==> src/rtl/slot_pwr_pkg.sv <==
package slot_pwr_pkg;

    typedef enum logic [1:0] {
        RAIL_FLOAT = 2'b00,
        RAIL_ON    = 2'b01,
        RAIL_GND   = 2'b10
    } rail_cmd_e;

    typedef enum logic [2:0] {
        MD_NOAUX    = 3'd0,
        MD_SHUTDOWN = 3'd1,
        MD_NOCARD   = 3'd2,
        MD_STBY_OFF = 3'd3,
        MD_STANDBY  = 3'd4,
        MD_AUX_ONLY = 3'd5,
        MD_ACTIVE   = 3'd6
    } mode_e;

    localparam int NUM_RAILS = 3;

    // Synchronizer bus layout
    localparam int IDX_AUX   = 0;
    localparam int IDX_MAIN  = 1;
    localparam int IDX_SEC   = 2;
    localparam int IDX_SHDN  = 3;
    localparam int IDX_STBY  = 4;
    localparam int IDX_CARDA = 5;
    localparam int IDX_CARDB = 6;
    localparam int IDX_OC    = 7;
    localparam int SYNC_W    = IDX_OC + NUM_RAILS;

endpackage

==> src/rtl/slot_pwr_sync.sv <==
module slot_pwr_sync #(
    parameter int              W       = 8,
    parameter int              STAGES  = 2,
    parameter logic [W-1:0]    RST_VAL = '0
) (
    input  logic         clk,
    input  logic         rst_n,
    input  logic [W-1:0] d,
    output logic [W-1:0] q
);

    logic [W-1:0] pipe [STAGES];

    generate
        for (genvar s = 0; s < STAGES; s++) begin : g_stage
            if (s == 0) begin : g_first
                always_ff @(posedge clk or negedge rst_n) begin
                    if (!rst_n) pipe[s] <= RST_VAL;
                    else        pipe[s] <= d;
                end
            end else begin : g_next
                always_ff @(posedge clk or negedge rst_n) begin
                    if (!rst_n) pipe[s] <= RST_VAL;
                    else        pipe[s] <= pipe[s-1];
                end
            end
        end
    endgenerate

    assign q = pipe[STAGES-1];

endmodule

==> src/rtl/slot_oc_filter.sv <==
module slot_oc_filter #(
    parameter int unsigned DEGLITCH_CYC = 1000000
) (
    input  logic clk,
    input  logic rst_n,
    input  logic oc_any,
    output logic oc_n
);

    localparam int CW = (DEGLITCH_CYC > 1) ? $clog2(DEGLITCH_CYC) : 1;
    localparam logic [CW-1:0] LAST = CW'(DEGLITCH_CYC - 1);

    logic          held;
    logic [CW-1:0] run;

    always_ff @(posedge clk or negedge rst_n) begin
        if (!rst_n) begin
            held <= 1'b0;
            run  <= '0;
        end else if (oc_any == held) begin
            run <= '0;
        end else if (run == LAST) begin
            held <= oc_any;
            run  <= '0;
        end else begin
            run <= run + 1'b1;
        end
    end

    assign oc_n = ~held;

endmodule

==> src/rtl/slot_pwr_fsm.sv <==
module slot_pwr_fsm
    import slot_pwr_pkg::*;
(
    input  logic      clk,
    input  logic      rst_n,
    input  logic      aux_ok,
    input  logic      main_ok,
    input  logic      sec_ok,
    input  logic      shdn_n,
    input  logic      stby_n,
    input  logic      card_in,
    output mode_e     mode,
    output rail_cmd_e main_cmd,
    output rail_cmd_e sec_cmd,
    output rail_cmd_e aux_cmd
);

    mode_e state, nxt;
    logic  rails_ok;
    mode_e run_target;

    assign rails_ok   = main_ok & sec_ok;
    assign run_target = rails_ok ? MD_ACTIVE : MD_AUX_ONLY;

    // State register
    always_ff @(posedge clk or negedge rst_n) begin
        if (!rst_n) state <= MD_NOAUX;
        else        state <= nxt;
    end

    // Transitions
    always_comb begin
        nxt = state;
        if (!aux_ok) begin
            nxt = MD_NOAUX;
        end else if (!shdn_n) begin
            nxt = MD_SHUTDOWN;
        end else if (!card_in) begin
            nxt = MD_NOCARD;
        end else begin
            unique case (state)
                MD_NOAUX, MD_SHUTDOWN, MD_NOCARD, MD_STBY_OFF:
                    nxt = stby_n ? run_target : MD_STBY_OFF;
                MD_STANDBY, MD_AUX_ONLY, MD_ACTIVE:
                    nxt = stby_n ? run_target : MD_STANDBY;
                default:
                    nxt = MD_NOAUX;
            endcase
        end
    end

    // Outputs
    always_comb begin
        main_cmd = RAIL_FLOAT;
        sec_cmd  = RAIL_FLOAT;
        aux_cmd  = RAIL_FLOAT;
        unique case (state)
            MD_SHUTDOWN, MD_NOCARD: begin
                main_cmd = RAIL_GND;
                sec_cmd  = RAIL_GND;
                aux_cmd  = RAIL_GND;
            end
            MD_STANDBY, MD_AUX_ONLY: begin
                aux_cmd = RAIL_ON;
            end
            MD_ACTIVE: begin
                main_cmd = RAIL_ON;
                sec_cmd  = RAIL_ON;
                aux_cmd  = RAIL_ON;
            end
            default: begin
                main_cmd = RAIL_FLOAT;
                sec_cmd  = RAIL_FLOAT;
                aux_cmd  = RAIL_FLOAT;
            end
        endcase
    end

    assign mode = state;

endmodule

==> src/rtl/slot_pwr_ctrl.sv <==
module slot_pwr_ctrl
    import slot_pwr_pkg::*;
#(
    parameter int unsigned DEGLITCH_CYC = 1000000,
    parameter int          SYNC_STAGES  = 2
) (
    input  logic       clk,
    input  logic       rst_n,
    input  logic       aux_ok_i,
    input  logic       main_ok_i,
    input  logic       sec_ok_i,
    input  logic       shdn_req_n_i,
    input  logic       stby_req_n_i,
    input  logic       card_a_n_i,
    input  logic       card_b_n_i,
    input  logic [2:0] oc_flag_i,
    output logic [1:0] main_cmd_o,
    output logic [1:0] sec_cmd_o,
    output logic [1:0] aux_cmd_o,
    output logic [2:0] mode_o,
    output logic       oc_n_o
);

    // Idle values: supplies bad, requests and card lines released, no overcurrent
    localparam logic [SYNC_W-1:0] SYNC_IDLE =
        (SYNC_W'(1) << IDX_SHDN) | (SYNC_W'(1) << IDX_STBY) |
        (SYNC_W'(1) << IDX_CARDA) | (SYNC_W'(1) << IDX_CARDB);

    logic [SYNC_W-1:0] raw_bus, syn_bus;
    logic              s_aux_ok, s_main_ok, s_sec_ok, s_shdn_n, s_stby_n;
    logic              s_card_in, s_oc_any;
    mode_e             mode;
    rail_cmd_e         main_cmd, sec_cmd, aux_cmd;

    assign raw_bus = {oc_flag_i, card_b_n_i, card_a_n_i, stby_req_n_i,
                      shdn_req_n_i, sec_ok_i, main_ok_i, aux_ok_i};

    slot_pwr_sync #(
        .W       (SYNC_W),
        .STAGES  (SYNC_STAGES),
        .RST_VAL (SYNC_IDLE)
    ) u_sync (
        .clk   (clk),
        .rst_n (rst_n),
        .d     (raw_bus),
        .q     (syn_bus)
    );

    assign s_aux_ok  = syn_bus[IDX_AUX];
    assign s_main_ok = syn_bus[IDX_MAIN];
    assign s_sec_ok  = syn_bus[IDX_SEC];
    assign s_shdn_n  = syn_bus[IDX_SHDN];
    assign s_stby_n  = syn_bus[IDX_STBY];
    assign s_card_in = ~(syn_bus[IDX_CARDA] & syn_bus[IDX_CARDB]);
    assign s_oc_any  = |syn_bus[IDX_OC +: NUM_RAILS];

    slot_pwr_fsm u_fsm (
        .clk      (clk),
        .rst_n    (rst_n),
        .aux_ok   (s_aux_ok),
        .main_ok  (s_main_ok),
        .sec_ok   (s_sec_ok),
        .shdn_n   (s_shdn_n),
        .stby_n   (s_stby_n),
        .card_in  (s_card_in),
        .mode     (mode),
        .main_cmd (main_cmd),
        .sec_cmd  (sec_cmd),
        .aux_cmd  (aux_cmd)
    );

    slot_oc_filter #(
        .DEGLITCH_CYC (DEGLITCH_CYC)
    ) u_ocf (
        .clk    (clk),
        .rst_n  (rst_n),
        .oc_any (s_oc_any),
        .oc_n   (oc_n_o)
    );

    assign main_cmd_o = main_cmd;
    assign sec_cmd_o  = sec_cmd;
    assign aux_cmd_o  = aux_cmd;
    assign mode_o     = mode;

endmodule

==> config.mk <==
export PLATFORM = sky130hd
export DESIGN_NAME = slot_pwr_ctrl
export DESIGN_NICKNAME = d
export VERILOG_FILES = /design/src/rtl/slot_pwr_pkg.sv /design/src/rtl/slot_pwr_sync.sv /design/src/rtl/slot_oc_filter.sv /design/src/rtl/slot_pwr_fsm.sv /design/src/rtl/slot_pwr_ctrl.sv
export SDC_FILE = /design/constraint.sdc
export NUM_CORES = 1
export LEC_CHECK = 0
export BUFFER_PORTS_ARGS = -buffer_cell sky130_fd_sc_hd__clkbuf_2
export CORE_MARGIN = 2
export CORE_UTILIZATION = 60
export CTS_CLUSTER_DIAMETER = 200
export DETAILED_ROUTE_END_ITERATION = 12
export GPL_TIMING_DRIVEN = 1
export PLACE_DENSITY = 0.82
export SKIP_LAST_GASP = 1
export SYNTH_ARGS = -nofsm -noshare
export SYNTH_HDL_FRONTEND = slang
export SYNTH_SLANG_ARGS = --single-unit
==> constraint.sdc <==
create_clock -name clk -period 5.3 [get_ports clk]
set_input_delay 0.795 -clock clk [delete_from_list [all_inputs] [get_ports clk]]
set_output_delay 0.795 -clock clk [all_outputs]
set_load 0.02 [all_outputs]
== After elaboration in Yosys (flattened, before gate mapping) ==
Index checks and enable logic that the tools add are counted.
Cells by class
  reductions and logical operators: 6
  equality and inequality tests: 8
  mux-type cells: 11
  add/sub/neg operators: 1
  bitwise gates (word level): 4
Operators with widths (count)
  $mux W20: 2
  $add A20 B1 Y20 const B: 1
  $eq A20 B20 Y1 const B: 1
  $mux W3: 5
  $eq A3 B3 Y1 const B: 3
  $pmux W2 S2: 2
  $eq A3 B2 Y1 const B: 2
  $pmux W3 S2: 1
  $reduce_or A3 Y1: 2
  $reduce_or A4 Y1: 1
  $eq A3 B1 Y1 const B: 1
  $logic_not A3 Y1: 1
  $and A1 B1 Y1: 2
  $mux W2: 1
  $not A1 Y1: 2
  $reduce_and A2 Y1: 1
  $reduce_or A2 Y1: 1
  $eq A1 B1 Y1: 1
Word-level totals
  output and inout port bits: 10
  input port bits: 12
  register bits after elaboration: 44

== Logic depth before layout (Yosys ltp) ==
  word-level depth: 7
  depth in mapped cells: 5
  gate-level depth less buffers: 5

== Modules after synthesis ==
From an unflattened synthesis, not the netlist that was laid out.
Unflattened totals
  cell total of the unflattened synthesis: 161
  area total of the unflattened synthesis: 1903.1 µm²
By module, submodules not included
  slot_oc_filter: cells an instance 106, instances 1, area each 1099.8 µm²
  slot_pwr_sync: cells an instance 30, instances 1, area each 585.6 µm²
  slot_pwr_fsm: cells an instance 23, instances 1, area each 207.7 µm²
  slot_pwr_ctrl: cells an instance 2, instances 1, area each 10.0 µm²

== Least setup slack after synthesis ==
Ideal clock, no wire load.
  kind: register to output
  from: register u_fsm.state[2] (netlist: u_fsm.mode[2])
  to: output sec_cmd_o[0]
  buffers on the path: 1
  cell stages (with the launch flop): 4
  path slack: 3.062 ns
  arrival: 1.443 ns
  cells stage by stage: dfrtp_1 inv_1 nor3b_1 buf_4
On the way
  longest elaborated chain between the ends: 3
Ends and longest elaborated chain
  start, declared: line slot_pwr_fsm.sv:18  | mode_e state, nxt;
  start signal, assigned: line slot_pwr_fsm.sv:28  | else state <= nxt;
  $eq A3 B1 Y1 or $eq A3 B2 Y1 (tied branches)
  $reduce_or A2 Y1
  $pmux W2 S2 (*)
  end, declared: line slot_pwr_ctrl.sv:18  | output logic [1:0] sec_cmd_o,
Mark *: on every way between the ends. The rest lies on a longest branch, timed or not.

== Worst setup path after layout ==
  from: register u_fsm.state[2] (netlist: u_fsm.mode[2])
  to: output main_cmd_o[0]
On the way
  longest elaborated chain between the ends: 3
Ends and longest elaborated chain
  $eq A3 B1 Y1 or $eq A3 B2 Y1 (tied branches): line slot_pwr_fsm.sv:57  | unique case (state)
  $reduce_or A2 Y1: line slot_pwr_fsm.sv:57
  $pmux W2 S2 (*): line slot_pwr_fsm.sv:57
  end, declared: line slot_pwr_ctrl.sv:17  | output logic [1:0] main_cmd_o,
Marked as above.

==> run metrics <==
minimum clock period=2190 ps; Synth cell types=33; Total GRT Usage=19.3%; DRT antenna net count=0; worst slew pin tran=1010 ps; first-pass GRT wire length=4.90 mm; Post-synth top flop=dfrtp_1; largest area contributor in the netlist=dfrtp_1; Crit Path Category=reg -> out; critical-path maximum fanout=6; final setup TNS=0 ps; initial core utilization=64.2%; layout cell share with drive strength beyond 1=23.2%; Net count, final=193; postcts setup bufs=0; GR Layer Usage met3=5.93%; global routing's busiest layer=met2; hold_buf cts=0; share of the synthesized area in the top cell type=50.4%; Syn Area/Cell=11.5 µm²; cell with the most instances after synthesis=dfrtp_1; Yosys Warn Count=0; RSZ-0062 raised after global routing=false; crit end category=primary output; pre-CTS setup slack=3440 ps; DR iter-0 viols=31; Clock transition at path regs=120 ps; die width=58.6 µm; Vias/cell=5.65; Slew Viols, Final=0; most frequent cells after synthesis=36 x dfrtp_1, 20 x nor2_1, 12 x xnor2_1; die height=58.6 µm; Via Count=1,197; CTS tree=built; met2 Resource Use GR=29.4%; placed cells=204; Post-DP Area=1910 µm²; diode count=0; fin cells=212; largest net degree at the start of global routing=45; Area Overhead vs Synth=12.0%; Post-Syn Nets=169; Netlist Area Pre-Place=1790 µm²; worst-skew pair later-pin latency=350 ps; final instance area=2000 µm²; die area=3430 µm²; drt wl/cell=13.2 µm; CTS root buf=clkbuf_4; sequential-to-total area share from yosys stat=62.2%; CTS buffer count=5; Final Hold Vio Count=0; initial antenna violation count=0; CTS Sinks=44; critical path arrival=1390 ps; CP Launch Type=flop; Max-Cap Viols=0; # IOs=22; P_leak=0.858 nW; power per cell area=335 nW/µm²; Final Util=71.9%; H-Tree Depth=2; Peak VDD IR=0.000349 V; number of synthesized flops with an enable pin=0; residual DRC count=0; Min-Delay Path Class=reg -> reg; f_max=457 MHz; asr flop ratio synth=100%; grt ovf=0; final WL=2.79 mm; post_cts resized=0; Rel. slew slack=33.0%; Final WS setup=3110 ps; Yosys reg bits=44; Synth Instances=156; Tcrit/Tclk final=41.3%; PortBufs=21; status=complete, no violations; number of global-route vias before repair=1,119; routing usage on met1=25.5%; Area contributors post-synth=dfrtp_1 50%, dfstp_2 12%, xnor2_1 5.9%; core area=2780 µm²; WP data required=4510 ps; Final HPWL DP=1.97 mm; Max Root-Sink Buffers=2; row cnt=19; setup violators final=0; number of detailed-route iterations in the first pass=5; clk_skew=7.87 ps; Final GP Congestion=0.866
==> through the flow <==
stage	power [mW]	hold WS [ps]
finish	0.670	364
global route	0.706	369
CTS	0.680	365
detailed placement	0.462	339
global placement	0.457	332
floorplan	0.436	331
==> layer usage <==
layer / wire, µm / share of wire, %
met1: 1240 / 44
met2: 1350 / 48
met3: 148 / 5.3
met4: 56 / 2.0
met5: 0 / 0
==> worst max-delay path, cell delays in order, from the launching register on <==
cell      delay, ps
dfrtp_1         440
inv_1           100
nor3b_1         280
clkbuf_2        230
==> final cells by class <==
class	instances	area, µm²
sequential	44	1110
fill	193	781
multi-input combinational	99	618
timing repair buffer	22	113
clock buffer	6	51.3
clock inverter	2	38.8
tap	31	38.8
inverter	8	30.0
==> report_power, final <==
part	internal (mW)	total, mW	switching (mW)
clock	0.113	0.216	0.103
combinational	0.0258	0.0621	0.0363
sequential	0.363	0.392	0.0294
==> placed cells by master, fill, tap and decap left out, types with 5 or more instances in the layout <==
| master | synthesis | layout |
|---|---|---|
| clkbuf_4 | 0 | 5 |
| dfrtp_1 | 36 | 36 |
| a21oi_1 | 6 | 6 |
| xnor2_1 | 12 | 12 |
| dfstp_2 | 8 | 8 |
| nor3_1 | 5 | 5 |
| inv_1 | 8 | 8 |
| clkbuf_2 | 0 | 21 |
| nand3_1 | 9 | 9 |
| nand2_1 | 8 | 8 |
| nor2_1 | 20 | 20 |
==> flip-flops by register name (all words and copies together) (netlist names) <==
name / flops
u_ocf.run: 20
u_sync.q: 10
u_ocf.held: 1
u_sync.pipe: 10
u_fsm.mode: 3
==> logic make-up (layout without fill, tap and decap cells) <==
logic type | after synthesis | after routing | synth area share [%]
XOR/XNOR | 15 | 15 | 7.35
adder cells (fa/ha/maj) | 1 | 1 | 0.700
buffers and inverters | 13 | 38 | 3.22
AND/OR/NAND/NOR | 65 | 65 | 20.2
AO/OA/AOI/OAI | 17 | 17 | 5.81
multiplexers | 1 | 1 | 0.560
flip-flops | 44 | 44 | 62.2
==> final timing paths <==
path | start | to | slack [ps] | cells past startpoint
worst max-delay path | u_fsm.mode[2] | main_cmd_o[0] | 3110 | 3
worst min-delay path | u_sync.pipe[16] | u_sync.q[6] | 360 | 0
worst max register to register | u_ocf.run[7] | u_ocf.run[16] | 3390 | 5
worst min register to register | u_sync.pipe[16] | u_sync.q[6] | 360 | 0
max in group asynchronous | rst_n | u_sync.q[2] | 4100 | 1
min in group asynchronous | rst_n | u_ocf.run[13] | 580 | 1
Note: power is estimated with default switching activity, not from simulation.
